==> config.mk <==
export PLATFORM = sky130hd
export DESIGN_NAME = trace_encap
export DESIGN_NICKNAME = d
export VERILOG_FILES = /design/src/rtl/trace_encap_pkg.sv /design/src/rtl/encap_fields.sv /design/src/rtl/sync_timer.sv /design/src/rtl/byte_sequencer.sv /design/src/rtl/trace_encap.sv
export SDC_FILE = /design/constraint.sdc
export NUM_CORES = 1
export LEC_CHECK = 0
export ABC_AREA = 1
export BUFFER_PORTS_ARGS = -buffer_cell sky130_fd_sc_hd__clkbuf_2
export CORE_UTILIZATION = 40
export CTS_CLUSTER_SIZE = 12
export DETAILED_ROUTE_END_ITERATION = 12
export PLACE_DENSITY = 0.64
export SYNTH_ARGS = -nofsm -noshare
export SYNTH_HDL_FRONTEND = slang
export SYNTH_SLANG_ARGS = --single-unit
==> constraint.sdc <==
create_clock -name clk -period 4.35 [get_ports clk]
set_clock_uncertainty 0.2 [all_clocks]
set_input_delay 0.87 -clock clk [delete_from_list [all_inputs] [get_ports clk]]
set_output_delay 0.87 -clock clk [all_outputs]
set_load 0.01 [all_outputs]
==> src/rtl/trace_encap_pkg.sv <==
// Package: shared types and helpers for the trace encapsulator.
// Assumes: nothing beyond IEEE 1800-2017.
package trace_encap_pkg;

    // Sequencer phases, in the order a packet leaves the block.
    typedef enum logic [2:0] {
        ST_IDLE = 3'd0,
        ST_SYNC = 3'd1,
        ST_HDR  = 3'd2,
        ST_PRE  = 3'd3,
        ST_TS   = 3'd4,
        ST_PAY  = 3'd5
    } seq_state_e;

    // Header length field width; fixed by the one-byte header layout.
    localparam int HDR_LEN_W = 5;

    // Whole bytes needed to hold a bit count.
    function automatic int bytes_for_bits(input int nbits);
        return (nbits + 7) / 8;
    endfunction

endpackage

==> src/rtl/encap_fields.sv <==
// Module: encap_fields
// Builds the header byte, the packed prefix (source id then kind bits,
// LSB first, zero padded), the masked timestamp and the field byte counts
// from the live configuration and the offered payload. Purely combinational.
// Assumes: in_len + prefix bytes fits the 5-bit header length field.
module encap_fields
    import trace_encap_pkg::*;
#(
    parameter int SRC_W_MAX  = 8,
    parameter int TS_W_MAX   = 32,
    parameter int TYPE_W_MAX = 2,
    localparam int SRCB_W    = $clog2(SRC_W_MAX + 1),
    localparam int TSB_W     = $clog2(TS_W_MAX + 1),
    localparam int TYB_W     = $clog2(TYPE_W_MAX + 1),
    localparam int PRE_BYTES = bytes_for_bits(SRC_W_MAX + TYPE_W_MAX),
    localparam int PRE_W     = PRE_BYTES * 8,
    localparam int TS_BYTES  = bytes_for_bits(TS_W_MAX),
    localparam int PN_W      = $clog2(PRE_BYTES + 1),
    localparam int TN_W      = $clog2(TS_BYTES + 1)
) (
    input  logic                  cfg_src_inhibit,
    input  logic [SRCB_W-1:0]     cfg_src_bits,
    input  logic [SRC_W_MAX-1:0]  cfg_src_id,
    input  logic                  cfg_ts_enable,
    input  logic [TSB_W-1:0]      cfg_ts_width,
    input  logic [TYB_W-1:0]      cfg_type_width,
    input  logic [1:0]            cfg_flow,
    input  logic [TYPE_W_MAX-1:0] in_kind,
    input  logic [HDR_LEN_W-1:0]  in_len,
    input  logic [TS_W_MAX-1:0]   in_ts,
    output logic [7:0]            hdr_byte,
    output logic [PRE_W-1:0]      pre_bits,
    output logic [PN_W-1:0]       pre_n,
    output logic [TS_W_MAX-1:0]   ts_masked,
    output logic [TN_W-1:0]       ts_n
);

    int                    src_eff;
    int                    typ_eff;
    int                    ts_eff;
    logic                  ts_on;
    logic [PRE_W-1:0]      src_part;
    logic [PRE_W-1:0]      kind_part;

    // Clamp the configured widths to what the hardware was sized for.
    always_comb begin
        src_eff = cfg_src_inhibit ? 0 : int'(cfg_src_bits);
        if (src_eff > SRC_W_MAX) src_eff = SRC_W_MAX;
        typ_eff = int'(cfg_type_width);
        if (typ_eff > TYPE_W_MAX) typ_eff = TYPE_W_MAX;
        ts_eff = int'(cfg_ts_width);
        if (ts_eff > TS_W_MAX) ts_eff = TS_W_MAX;
    end

    // Mask the source id and kind to their active widths.
    always_comb begin
        src_part  = '0;
        kind_part = '0;
        for (int i = 0; i < SRC_W_MAX; i++) begin
            if (i < src_eff) src_part[i] = cfg_src_id[i];
        end
        for (int k = 0; k < TYPE_W_MAX; k++) begin
            if (k < typ_eff) kind_part[k] = in_kind[k];
        end
    end

    // Pack kind bits immediately above the source id bits.
    always_comb begin
        pre_bits = src_part | (kind_part << src_eff);
        pre_n    = PN_W'(bytes_for_bits(src_eff + typ_eff));
    end

    // Timestamp presence, byte count and masking.
    always_comb begin
        ts_on     = cfg_ts_enable && (ts_eff != 0);
        ts_n      = ts_on ? TN_W'(bytes_for_bits(ts_eff)) : '0;
        ts_masked = '0;
        for (int b = 0; b < TS_W_MAX; b++) begin
            if (b < ts_eff) ts_masked[b] = in_ts[b];
        end
    end

    // Header: extend flag, flow code, bytes after header excluding timestamp.
    always_comb begin
        hdr_byte = {ts_on, cfg_flow, HDR_LEN_W'(int'(pre_n) + int'(in_len))};
    end

endmodule

==> src/rtl/sync_timer.sv <==
// Module: sync_timer
// Counts packet bytes leaving the block and raises sync_pending once the
// count reaches 2^(cfg_sync_freq+4). Clears when a sync run completes.
// Assumes: cfg_sync_freq is static while traffic flows.
module sync_timer #(
    parameter int FREQ_W = 4,
    localparam int CNT_W = (1 << FREQ_W) + 4
) (
    input  logic              clk,
    input  logic              rst_n,
    input  logic [FREQ_W-1:0] cfg_sync_freq,
    input  logic              byte_fire,
    input  logic              sync_done,
    output logic              sync_pending
);

    logic [CNT_W-1:0] byte_cnt;
    logic [CNT_W-1:0] interval;

    // Interval in bytes derived from the exponent.
    always_comb begin
        interval = CNT_W'(1) << (int'(cfg_sync_freq) + 4);
    end

    // Saturating packet-byte counter, cleared at the end of each sync run.
    always_ff @(posedge clk) begin
        if (!rst_n) begin
            byte_cnt <= '0;
        end else if (sync_done) begin
            byte_cnt <= '0;
        end else if (byte_fire && (byte_cnt != {CNT_W{1'b1}})) begin
            byte_cnt <= byte_cnt + CNT_W'(1);
        end
    end

    // Pending once the interval has elapsed.
    always_comb begin
        sync_pending = (byte_cnt >= interval);
    end

endmodule

==> src/rtl/byte_sequencer.sv <==
// Module: byte_sequencer
// Captures an accepted packet's fields and shifts them out one byte per
// output transfer: header, prefix, timestamp, payload. In idle with a sync
// pending it sends a run of 2^HDR_LEN_W zero bytes before anything else.
// Assumes: in_len is 1..MAX_PAYLOAD; a stalled output holds all state.
module byte_sequencer
    import trace_encap_pkg::*;
#(
    parameter int MAX_PAYLOAD = 16,
    parameter int PRE_W       = 16,
    parameter int PN_W        = 2,
    parameter int TS_W_MAX    = 32,
    parameter int TN_W        = 3,
    localparam int PAY_W      = MAX_PAYLOAD * 8,
    localparam int IDX_W      = HDR_LEN_W,
    localparam int SYNC_LEN   = 1 << HDR_LEN_W
) (
    input  logic                 clk,
    input  logic                 rst_n,
    input  logic                 sync_pending,
    input  logic                 in_valid,
    output logic                 in_ready,
    input  logic [HDR_LEN_W-1:0] in_len,
    input  logic [PAY_W-1:0]     in_data,
    input  logic [7:0]           hdr_byte,
    input  logic [PRE_W-1:0]     pre_bits,
    input  logic [PN_W-1:0]      pre_n,
    input  logic [TS_W_MAX-1:0]  ts_masked,
    input  logic [TN_W-1:0]      ts_n,
    output logic                 out_valid,
    input  logic                 out_ready,
    output logic [7:0]           out_byte,
    output logic                 byte_fire,
    output logic                 sync_done
);

    seq_state_e              state;
    logic [IDX_W-1:0]        idx;
    logic [7:0]              hdr_q;
    logic [PRE_W-1:0]        pre_sr;
    logic [PN_W-1:0]         pre_n_q;
    logic [TS_W_MAX-1:0]     ts_sr;
    logic [TN_W-1:0]         ts_n_q;
    logic [PAY_W-1:0]        pay_sr;
    logic [HDR_LEN_W-1:0]    len_q;
    logic                    fire;
    logic                    last_pre;
    logic                    last_ts;
    logic                    last_pay;
    logic                    last_sync;
    seq_state_e              after_hdr;
    seq_state_e              after_pre;

    // Handshake and end-of-field decodes.
    always_comb begin
        fire      = out_valid && out_ready;
        in_ready  = (state == ST_IDLE) && !sync_pending;
        last_sync = (idx == IDX_W'(SYNC_LEN - 1));
        last_pre  = (idx == IDX_W'(pre_n_q) - IDX_W'(1));
        last_ts   = (idx == IDX_W'(ts_n_q) - IDX_W'(1));
        last_pay  = (idx == IDX_W'(len_q) - IDX_W'(1));
        byte_fire = fire && (state != ST_SYNC);
        sync_done = fire && (state == ST_SYNC) && last_sync;
    end

    // Next field after the header and after the prefix, skipping empty ones.
    always_comb begin
        if (ts_n_q != '0) after_pre = ST_TS;
        else              after_pre = ST_PAY;
        if (pre_n_q != '0) after_hdr = ST_PRE;
        else               after_hdr = after_pre;
    end

    // Output byte selection by phase.
    always_comb begin
        out_valid = (state != ST_IDLE);
        case (state)
            ST_HDR:  out_byte = hdr_q;
            ST_PRE:  out_byte = pre_sr[7:0];
            ST_TS:   out_byte = ts_sr[7:0];
            ST_PAY:  out_byte = pay_sr[7:0];
            default: out_byte = 8'h00;
        endcase
    end

    // Phase machine with field capture and byte shifting.
    always_ff @(posedge clk) begin
        if (!rst_n) begin
            state   <= ST_IDLE;
            idx     <= '0;
            hdr_q   <= '0;
            pre_sr  <= '0;
            pre_n_q <= '0;
            ts_sr   <= '0;
            ts_n_q  <= '0;
            pay_sr  <= '0;
            len_q   <= '0;
        end else begin
            case (state)
                ST_IDLE: begin
                    idx <= '0;
                    if (sync_pending) begin
                        state <= ST_SYNC;
                    end else if (in_valid) begin
                        state   <= ST_HDR;
                        hdr_q   <= hdr_byte;
                        pre_sr  <= pre_bits;
                        pre_n_q <= pre_n;
                        ts_sr   <= ts_masked;
                        ts_n_q  <= ts_n;
                        pay_sr  <= in_data;
                        len_q   <= in_len;
                    end
                end
                ST_SYNC: begin
                    if (fire) begin
                        if (last_sync) begin
                            state <= ST_IDLE;
                            idx   <= '0;
                        end else begin
                            idx <= idx + IDX_W'(1);
                        end
                    end
                end
                ST_HDR: begin
                    if (fire) begin
                        state <= after_hdr;
                        idx   <= '0;
                    end
                end
                ST_PRE: begin
                    if (fire) begin
                        pre_sr <= pre_sr >> 8;
                        if (last_pre) begin
                            state <= after_pre;
                            idx   <= '0;
                        end else begin
                            idx <= idx + IDX_W'(1);
                        end
                    end
                end
                ST_TS: begin
                    if (fire) begin
                        ts_sr <= ts_sr >> 8;
                        if (last_ts) begin
                            state <= ST_PAY;
                            idx   <= '0;
                        end else begin
                            idx <= idx + IDX_W'(1);
                        end
                    end
                end
                ST_PAY: begin
                    if (fire) begin
                        pay_sr <= pay_sr >> 8;
                        if (last_pay) begin
                            state <= ST_IDLE;
                            idx   <= '0;
                        end else begin
                            idx <= idx + IDX_W'(1);
                        end
                    end
                end
                default: begin
                    state <= ST_IDLE;
                    idx   <= '0;
                end
            endcase
        end
    end

endmodule

==> src/rtl/trace_encap.sv <==
// Module: trace_encap (top)
// Wraps trace payloads into encapsulated byte packets with optional source
// id, timestamp and kind fields, and inserts zero-byte sync runs at packet
// boundaries after a configurable number of output bytes.
// Assumes: configuration is static while packets are in flight; in_len is
// 1..MAX_PAYLOAD and MAX_PAYLOAD plus prefix bytes fits in 5 bits.
module trace_encap
    import trace_encap_pkg::*;
#(
    parameter int MAX_PAYLOAD = 16,
    parameter int SRC_W_MAX   = 8,
    parameter int TS_W_MAX    = 32,
    parameter int TYPE_W_MAX  = 2,
    parameter int FREQ_W      = 4,
    localparam int SRCB_W     = $clog2(SRC_W_MAX + 1),
    localparam int TSB_W      = $clog2(TS_W_MAX + 1),
    localparam int TYB_W      = $clog2(TYPE_W_MAX + 1),
    localparam int PRE_BYTES  = bytes_for_bits(SRC_W_MAX + TYPE_W_MAX),
    localparam int PRE_W      = PRE_BYTES * 8,
    localparam int TS_BYTES   = bytes_for_bits(TS_W_MAX),
    localparam int PN_W       = $clog2(PRE_BYTES + 1),
    localparam int TN_W       = $clog2(TS_BYTES + 1),
    localparam int PAY_W      = MAX_PAYLOAD * 8
) (
    input  logic                  clk,
    input  logic                  rst_n,
    input  logic                  cfg_src_inhibit,
    input  logic [SRCB_W-1:0]     cfg_src_bits,
    input  logic [SRC_W_MAX-1:0]  cfg_src_id,
    input  logic                  cfg_ts_enable,
    input  logic [TSB_W-1:0]      cfg_ts_width,
    input  logic [TYB_W-1:0]      cfg_type_width,
    input  logic [1:0]            cfg_flow,
    input  logic [FREQ_W-1:0]     cfg_sync_freq,
    input  logic                  in_valid,
    output logic                  in_ready,
    input  logic [TYPE_W_MAX-1:0] in_kind,
    input  logic [HDR_LEN_W-1:0]  in_len,
    input  logic [PAY_W-1:0]      in_data,
    input  logic [TS_W_MAX-1:0]   in_ts,
    output logic                  out_valid,
    input  logic                  out_ready,
    output logic [7:0]            out_byte
);

    logic [7:0]          hdr_byte;
    logic [PRE_W-1:0]    pre_bits;
    logic [PN_W-1:0]     pre_n;
    logic [TS_W_MAX-1:0] ts_masked;
    logic [TN_W-1:0]     ts_n;
    logic                sync_pending;
    logic                byte_fire;
    logic                sync_done;

    encap_fields #(
        .SRC_W_MAX  (SRC_W_MAX),
        .TS_W_MAX   (TS_W_MAX),
        .TYPE_W_MAX (TYPE_W_MAX)
    ) u_fields (
        .cfg_src_inhibit (cfg_src_inhibit),
        .cfg_src_bits    (cfg_src_bits),
        .cfg_src_id      (cfg_src_id),
        .cfg_ts_enable   (cfg_ts_enable),
        .cfg_ts_width    (cfg_ts_width),
        .cfg_type_width  (cfg_type_width),
        .cfg_flow        (cfg_flow),
        .in_kind         (in_kind),
        .in_len          (in_len),
        .in_ts           (in_ts),
        .hdr_byte        (hdr_byte),
        .pre_bits        (pre_bits),
        .pre_n           (pre_n),
        .ts_masked       (ts_masked),
        .ts_n            (ts_n)
    );

    sync_timer #(
        .FREQ_W (FREQ_W)
    ) u_sync (
        .clk           (clk),
        .rst_n         (rst_n),
        .cfg_sync_freq (cfg_sync_freq),
        .byte_fire     (byte_fire),
        .sync_done     (sync_done),
        .sync_pending  (sync_pending)
    );

    byte_sequencer #(
        .MAX_PAYLOAD (MAX_PAYLOAD),
        .PRE_W       (PRE_W),
        .PN_W        (PN_W),
        .TS_W_MAX    (TS_W_MAX),
        .TN_W        (TN_W)
    ) u_seq (
        .clk          (clk),
        .rst_n        (rst_n),
        .sync_pending (sync_pending),
        .in_valid     (in_valid),
        .in_ready     (in_ready),
        .in_len       (in_len),
        .in_data      (in_data),
        .hdr_byte     (hdr_byte),
        .pre_bits     (pre_bits),
        .pre_n        (pre_n),
        .ts_masked    (ts_masked),
        .ts_n         (ts_n),
        .out_valid    (out_valid),
        .out_ready    (out_ready),
        .out_byte     (out_byte),
        .byte_fire    (byte_fire),
        .sync_done    (sync_done)
    );

endmodule

Word-level counts from Yosys, hierarchy flattened
Cells that the tools add are included.

Flip-flop bits (word level): 222. Input bits: 199. Output and inout bits: 10. Logic and storage cells: 207.

Add/sub/neg operators: 12. Order comparisons: 46. Equality and inequality tests: 23. Shift operators: 2. Mux-type cells: 84. Bitwise gates (word level): 5. Reduce and logical (&&, ||, !) cells: 25.

Operator list (number): 128-bit 2-to-1 mux (3); 128-bit one-hot mux with 2 select lines (1); 4-bit by 32-bit < comparator with 1-bit output, first input constant (4); 32-bit 2-to-1 mux (4); 5-bit by 6-bit < comparator with 1-bit output, first input constant (16); 3-bit by 32-bit < comparator with 1-bit output, first input constant (2); 32-bit one-hot mux with 2 select lines (1); 4-bit by 6-bit < comparator with 1-bit output, first input constant (8); 16-bit 2-to-1 mux (3); 5-bit 2-to-1 mux (9); 1-bit 2-to-1 mux (43); 3-bit 2-to-1 mux (13); 32-bit by 3-bit adder with 32-bit output (1); 32-bit by 4-bit adder with 32-bit output, second input constant (1); 32-bit by 5-bit > comparator with 1-bit output, second input constant (1); 1-bit by 32-bit < comparator with 1-bit output, first input constant (1); 2-bit by 32-bit < comparator with 1-bit output, first input constant (1); 16-bit one-hot mux with 2 select lines (1); 8-bit one-hot mux with 4 select lines (1); 32-bit nonzero test (1); 1-bit by 32-bit << shifter with 20-bit output, first input constant (1); 2-bit by 32-bit << shifter with 16-bit output (1); 5-bit one-hot mux with 5 select lines (1); 3-bit by 6-bit < comparator with 1-bit output, first input constant (4); 45 further kinds (75).

Longest topological paths before layout
Word-level depth: 9. Depth in mapped cells: 21. Mapped depth without buffers: 21.

Modules after synthesis
From an unflattened synthesis, not the netlist that was laid out.

Cell total of the unflattened synthesis: 1770. Area, all modules: 11881.4 um^2.

Modules (own cells, without submodules): byte_sequencer (times used 1, cells an instance 1256, area an instance 8978.6 um^2, seq. area each 4043.9 um^2); sync_timer (times used 1, cells an instance 299, area an instance 1848.0 um^2, seq. area each 400.4 um^2); encap_fields (times used 1, cells an instance 215, area an instance 1054.8 um^2, seq. area each 0.0 um^2).

Worst setup path after synthesis
No wires, ideal clock.

Path type: input to output. Start: in cfg_sync_freq[2]. End: out in_ready. Data arrival time: 2579 ps. Required time: 3280 ps. Setup slack: 701 ps. Stages: 14. Buffers on the path: 0. Cells stage by stage: ha_1 > inv_1 > nor2_1 > nand2_1 > ha_1 > nand2_1 > nor2_1 > nand2_1 > inv_1 > nand2_1 > nand3_1 > nor2_2 > nand3_1 > inv_1.

Word-level cells in the longest chain between the ends: 5.

RTL lines: from (decl) (line trace_encap.sv:34) `input logic [FREQ_W-1:0] cfg_sync_freq,`; 4-bit by 3-bit adder with 5-bit output (line sync_timer.sv:22) `interval = CNT_W'(1) << (int'(cfg_sync_freq) + 4);`; 1-bit by 32-bit << shifter with 20-bit output (line sync_timer.sv:22); 20-bit >= comparator (line sync_timer.sv:38) `sync_pending = (byte_cnt >= interval);`; 1-bit zero test (line byte_sequencer.sv:57) `in_ready = (state == ST_IDLE) && !sync_pending;`; 1-bit logical AND (line byte_sequencer.sv:57); to (decl) (line trace_encap.sv:36) `output logic in_ready,`.

Every way passes these cells.

Worst setup path after layout
Ends and elaborated chain as after synthesis.

==> flow_summary.yaml <==
route:
  wl_met1_um: 17700
  routed_wl_um: 36700
  first_iter_violations: 845
  wl_per_cell_um: 15.1
  wl_met3_um: 2170
  vias: 12500
  drcViolationCount: 0
  postRouteAntennaNets: 0
  top_layer: "met4"
  viasPerCell: 5.13
  drt-pass1-iter-count: 5
  dr_wl_met2_um: 16200
cts:
  cts_tree: "yes"
  clock-sinks: 222
  clkTransAtPathRegs_ns: 0.06
  cts_max_level: 1
  clk_latency_ns: 0.54
  ctsHoldBuffers: 0
  cts_made_buffers: 27
  cts_buffer_depth: 3
  cts_root_buf: "clkbuf_16"
yosys:
  ys_ff_latch: 222
  netlist_instances: 1869
  yosysMostFrequentCell: "nand2_1"
  synth_cell_types: 47
  synth_seq_area_share: 0.346
  synthArstFlopShare: 0
  synth.area.top_cells: "dfxtp_1, nand2_1, nor2_1, mux2i_1, nand4_1"
  synthTopCellsByCount: "nand2_1, nor2_1, dfxtp_1"
  synth_ff_type: "dfxtp_1"
  synth_edf_count: 0
  yosysTopAreaCell: "dfxtp_1"
  syn_area_um2: 12900
  syn-num-nets: 2102
  yosys_warnings: 0
  synth.avg_cell_area_um2: 6.88
  synth_top_area_share: 0.346
setup_path:
  cp_data_required_time_ns: 3.28
  crit_fanout: 8
  endpoint_kind: "output port"
  critPathArrivalTime_ns: 2.96
  critical_path_class: "in2out"
  start_kind: "input port"
pwr:
  ir_worst_vdd_uv: 337
  p_leak_nw: 6.55
  p_per_area_nw_per_um2: 563
timing:
  max_freq_ghz: 0.248
  maxSlewViolCount: 0
  fin_crit_sh: 0.926
  tns_ns: 0
  setup_viol: 0
  rsz0062_at_grt: "false"
  hold_viol_final: 0
  whs_ns: 0.229
  tightest_slew_ns: 0.802
  maxSlewHeadroom: 0.465
  period_needed_ns: 4.03
  fin_ws_ns: 0.320
hold_path:
  min-delay-path-class: "reg2reg"
place:
  place.gp.congestion: 0.854
  io_buffers: 208
  place_ws_ns: 0.215
  place_hpwl_um: 25600
cells_and_area:
  fin_nets: 2246
  drive_gt1_frac: 0.151
  area_delta_synth_final_pct: 16.9
flow_run:
  maxCapViolCount: 0
die:
  rows: 65
  initial_utilization: 0.407
  core_area_um2: 31600
  dieWidth_um: 181
  io_pins: 209
  die_h_um: 181
  die_area_um2: 32900
outcome:
  status: "completed"
global_route:
  antenna_found_initial: 3
  grt_max_degree: 104
  grt_pass1_wl_um: 59700
  grt_remaining_overflow: 0
  grt_pass1_vias: 11800
  grt.total_usage: 0.219
metal layers:
layer | GRT usage | vias to the layer above
met3 | 0.0383 | 39
met1 | 0.305 | 5668
met4 | 0.0505 | 0
met2 | 0.351 | 308
met5 | 0 | -
li1 | - | 6496
worst paths after layout:
| check | from | endpoint | slack (ns) | depth (start not counted) |
|---|---|---|---|---|
| max | cfg_sync_freq[2] | in_ready | 0.32 | 17 |
| min | u_seq.pre_sr[13] | u_seq.pre_sr[13] | 0.23 | 2 |
| max reg2reg | u_seq.state[2] | u_seq.pay_sr[54] | 1.54 | 8 |
| min reg2reg | u_seq.pre_sr[13] | u_seq.pre_sr[13] | 0.23 | 2 |
layout by cell type, fill, tap and decap left out, types with 6 or more instances in the layout:
cell / instances
mux2i_1: 120
a21oi_1: 43
nor3_1: 23
buf_4: 14
o21ai_1: 7
a32o_1: 8
clkbuf_1: 6
dfxtp_1: 222
buf_12: 10
nand2_1: 429
nand4_1: 140
o21ai_0: 63
nand3_1: 56
nor2_1: 418
a22oi_1: 10
clkbuf_16: 27
clkbuf_2: 207
inv_2: 9
ha_1: 33
inv_1: 96
xor2_1: 13
o211ai_1: 6
nor2_4: 6
through the flow:
step / instance area (um^2) / total power [mW] / std cells / utilization
2_1_floorplan: 12900 / 5.38 / 1869 / -
3_3_place_gp: 14100 / 6.13 / 2386 / 0.446
3_5_place_dp: 14100 / 6.19 / 2386 / 0.446
4_1_cts: 15000 / 8.53 / 2435 / 0.475
5_1_grt: 15000 / 9.11 / 2438 / 0.475
6_report: 15000 / 8.46 / 2439 / 0.475
worst max-delay path: stages:
cell and delay, ns:
clkbuf_2 0.12, ha_1 0.34, inv_1 0.07, nor2_1 0.08, buf_4 0.15, nand2_1 0.07, ha_1 0.30, nand2_1 0.09
nor2_1 0.05, nand2_1 0.10, inv_1 0.05, nand2_1 0.06, nand3_1 0.12, nor2_4 0.18, nand3_1 0.12, inv_1 0.07
clkbuf_2 0.13
power by group:
group          total (mW)  internal (mW)  switching, mW
clock                2.31           1.40          0.903
sequential           2.90           2.59          0.309
combinational        3.26           1.15           2.11
area by class of cell:
cell class,instances,area [um^2]
Antenna cell,4,10.0
Multi-Input combinational cell,1422,7400
Tap cell,402,503
Sequential cell,222,4440
Fill cell,3288,16600
Clock inverter,11,141
Clock buffer,38,767
Timing Repair Buffer,232,1350
Inverter,108,410
what timing repair did:
item	in CTS	in global routing
gates resized for setup	0	2
endpoints found under the setup margin	0	1
buffers inserted	0	0
cell families (layout without fill, tap and decap cells):
family                   after synthesis  after routing  synth area share
adder cells (fa/ha/maj)               34             34            0.0337
XOR/XNOR                              17             17            0.0116
multiplexers                         120            120            0.0934
flip-flops                           222            222             0.346
other                                  0              4                 0
buffers and inverters                225            389            0.0804
AND/OR/NAND/NOR                     1094           1094             0.363
AO/OA/AOI/OAI                        157            157            0.0722
flip-flops by register name, summed over array words and instances, names as in the netlist:
| name | flops |
|---|---|
| u_seq.pre_sr | 16 |
| u_sync.byte_cnt | 20 |
| u_seq.hdr_q | 8 |
| u_seq.pre_n_q | 2 |
| u_seq.ts_n_q | 3 |
| u_seq.ts_sr | 32 |
| u_seq.len_q | 5 |
| u_seq.idx | 5 |
| u_seq.state | 3 |
| u_seq.pay_sr | 128 |
Note: power is estimated with default switching activity, not from simulation.
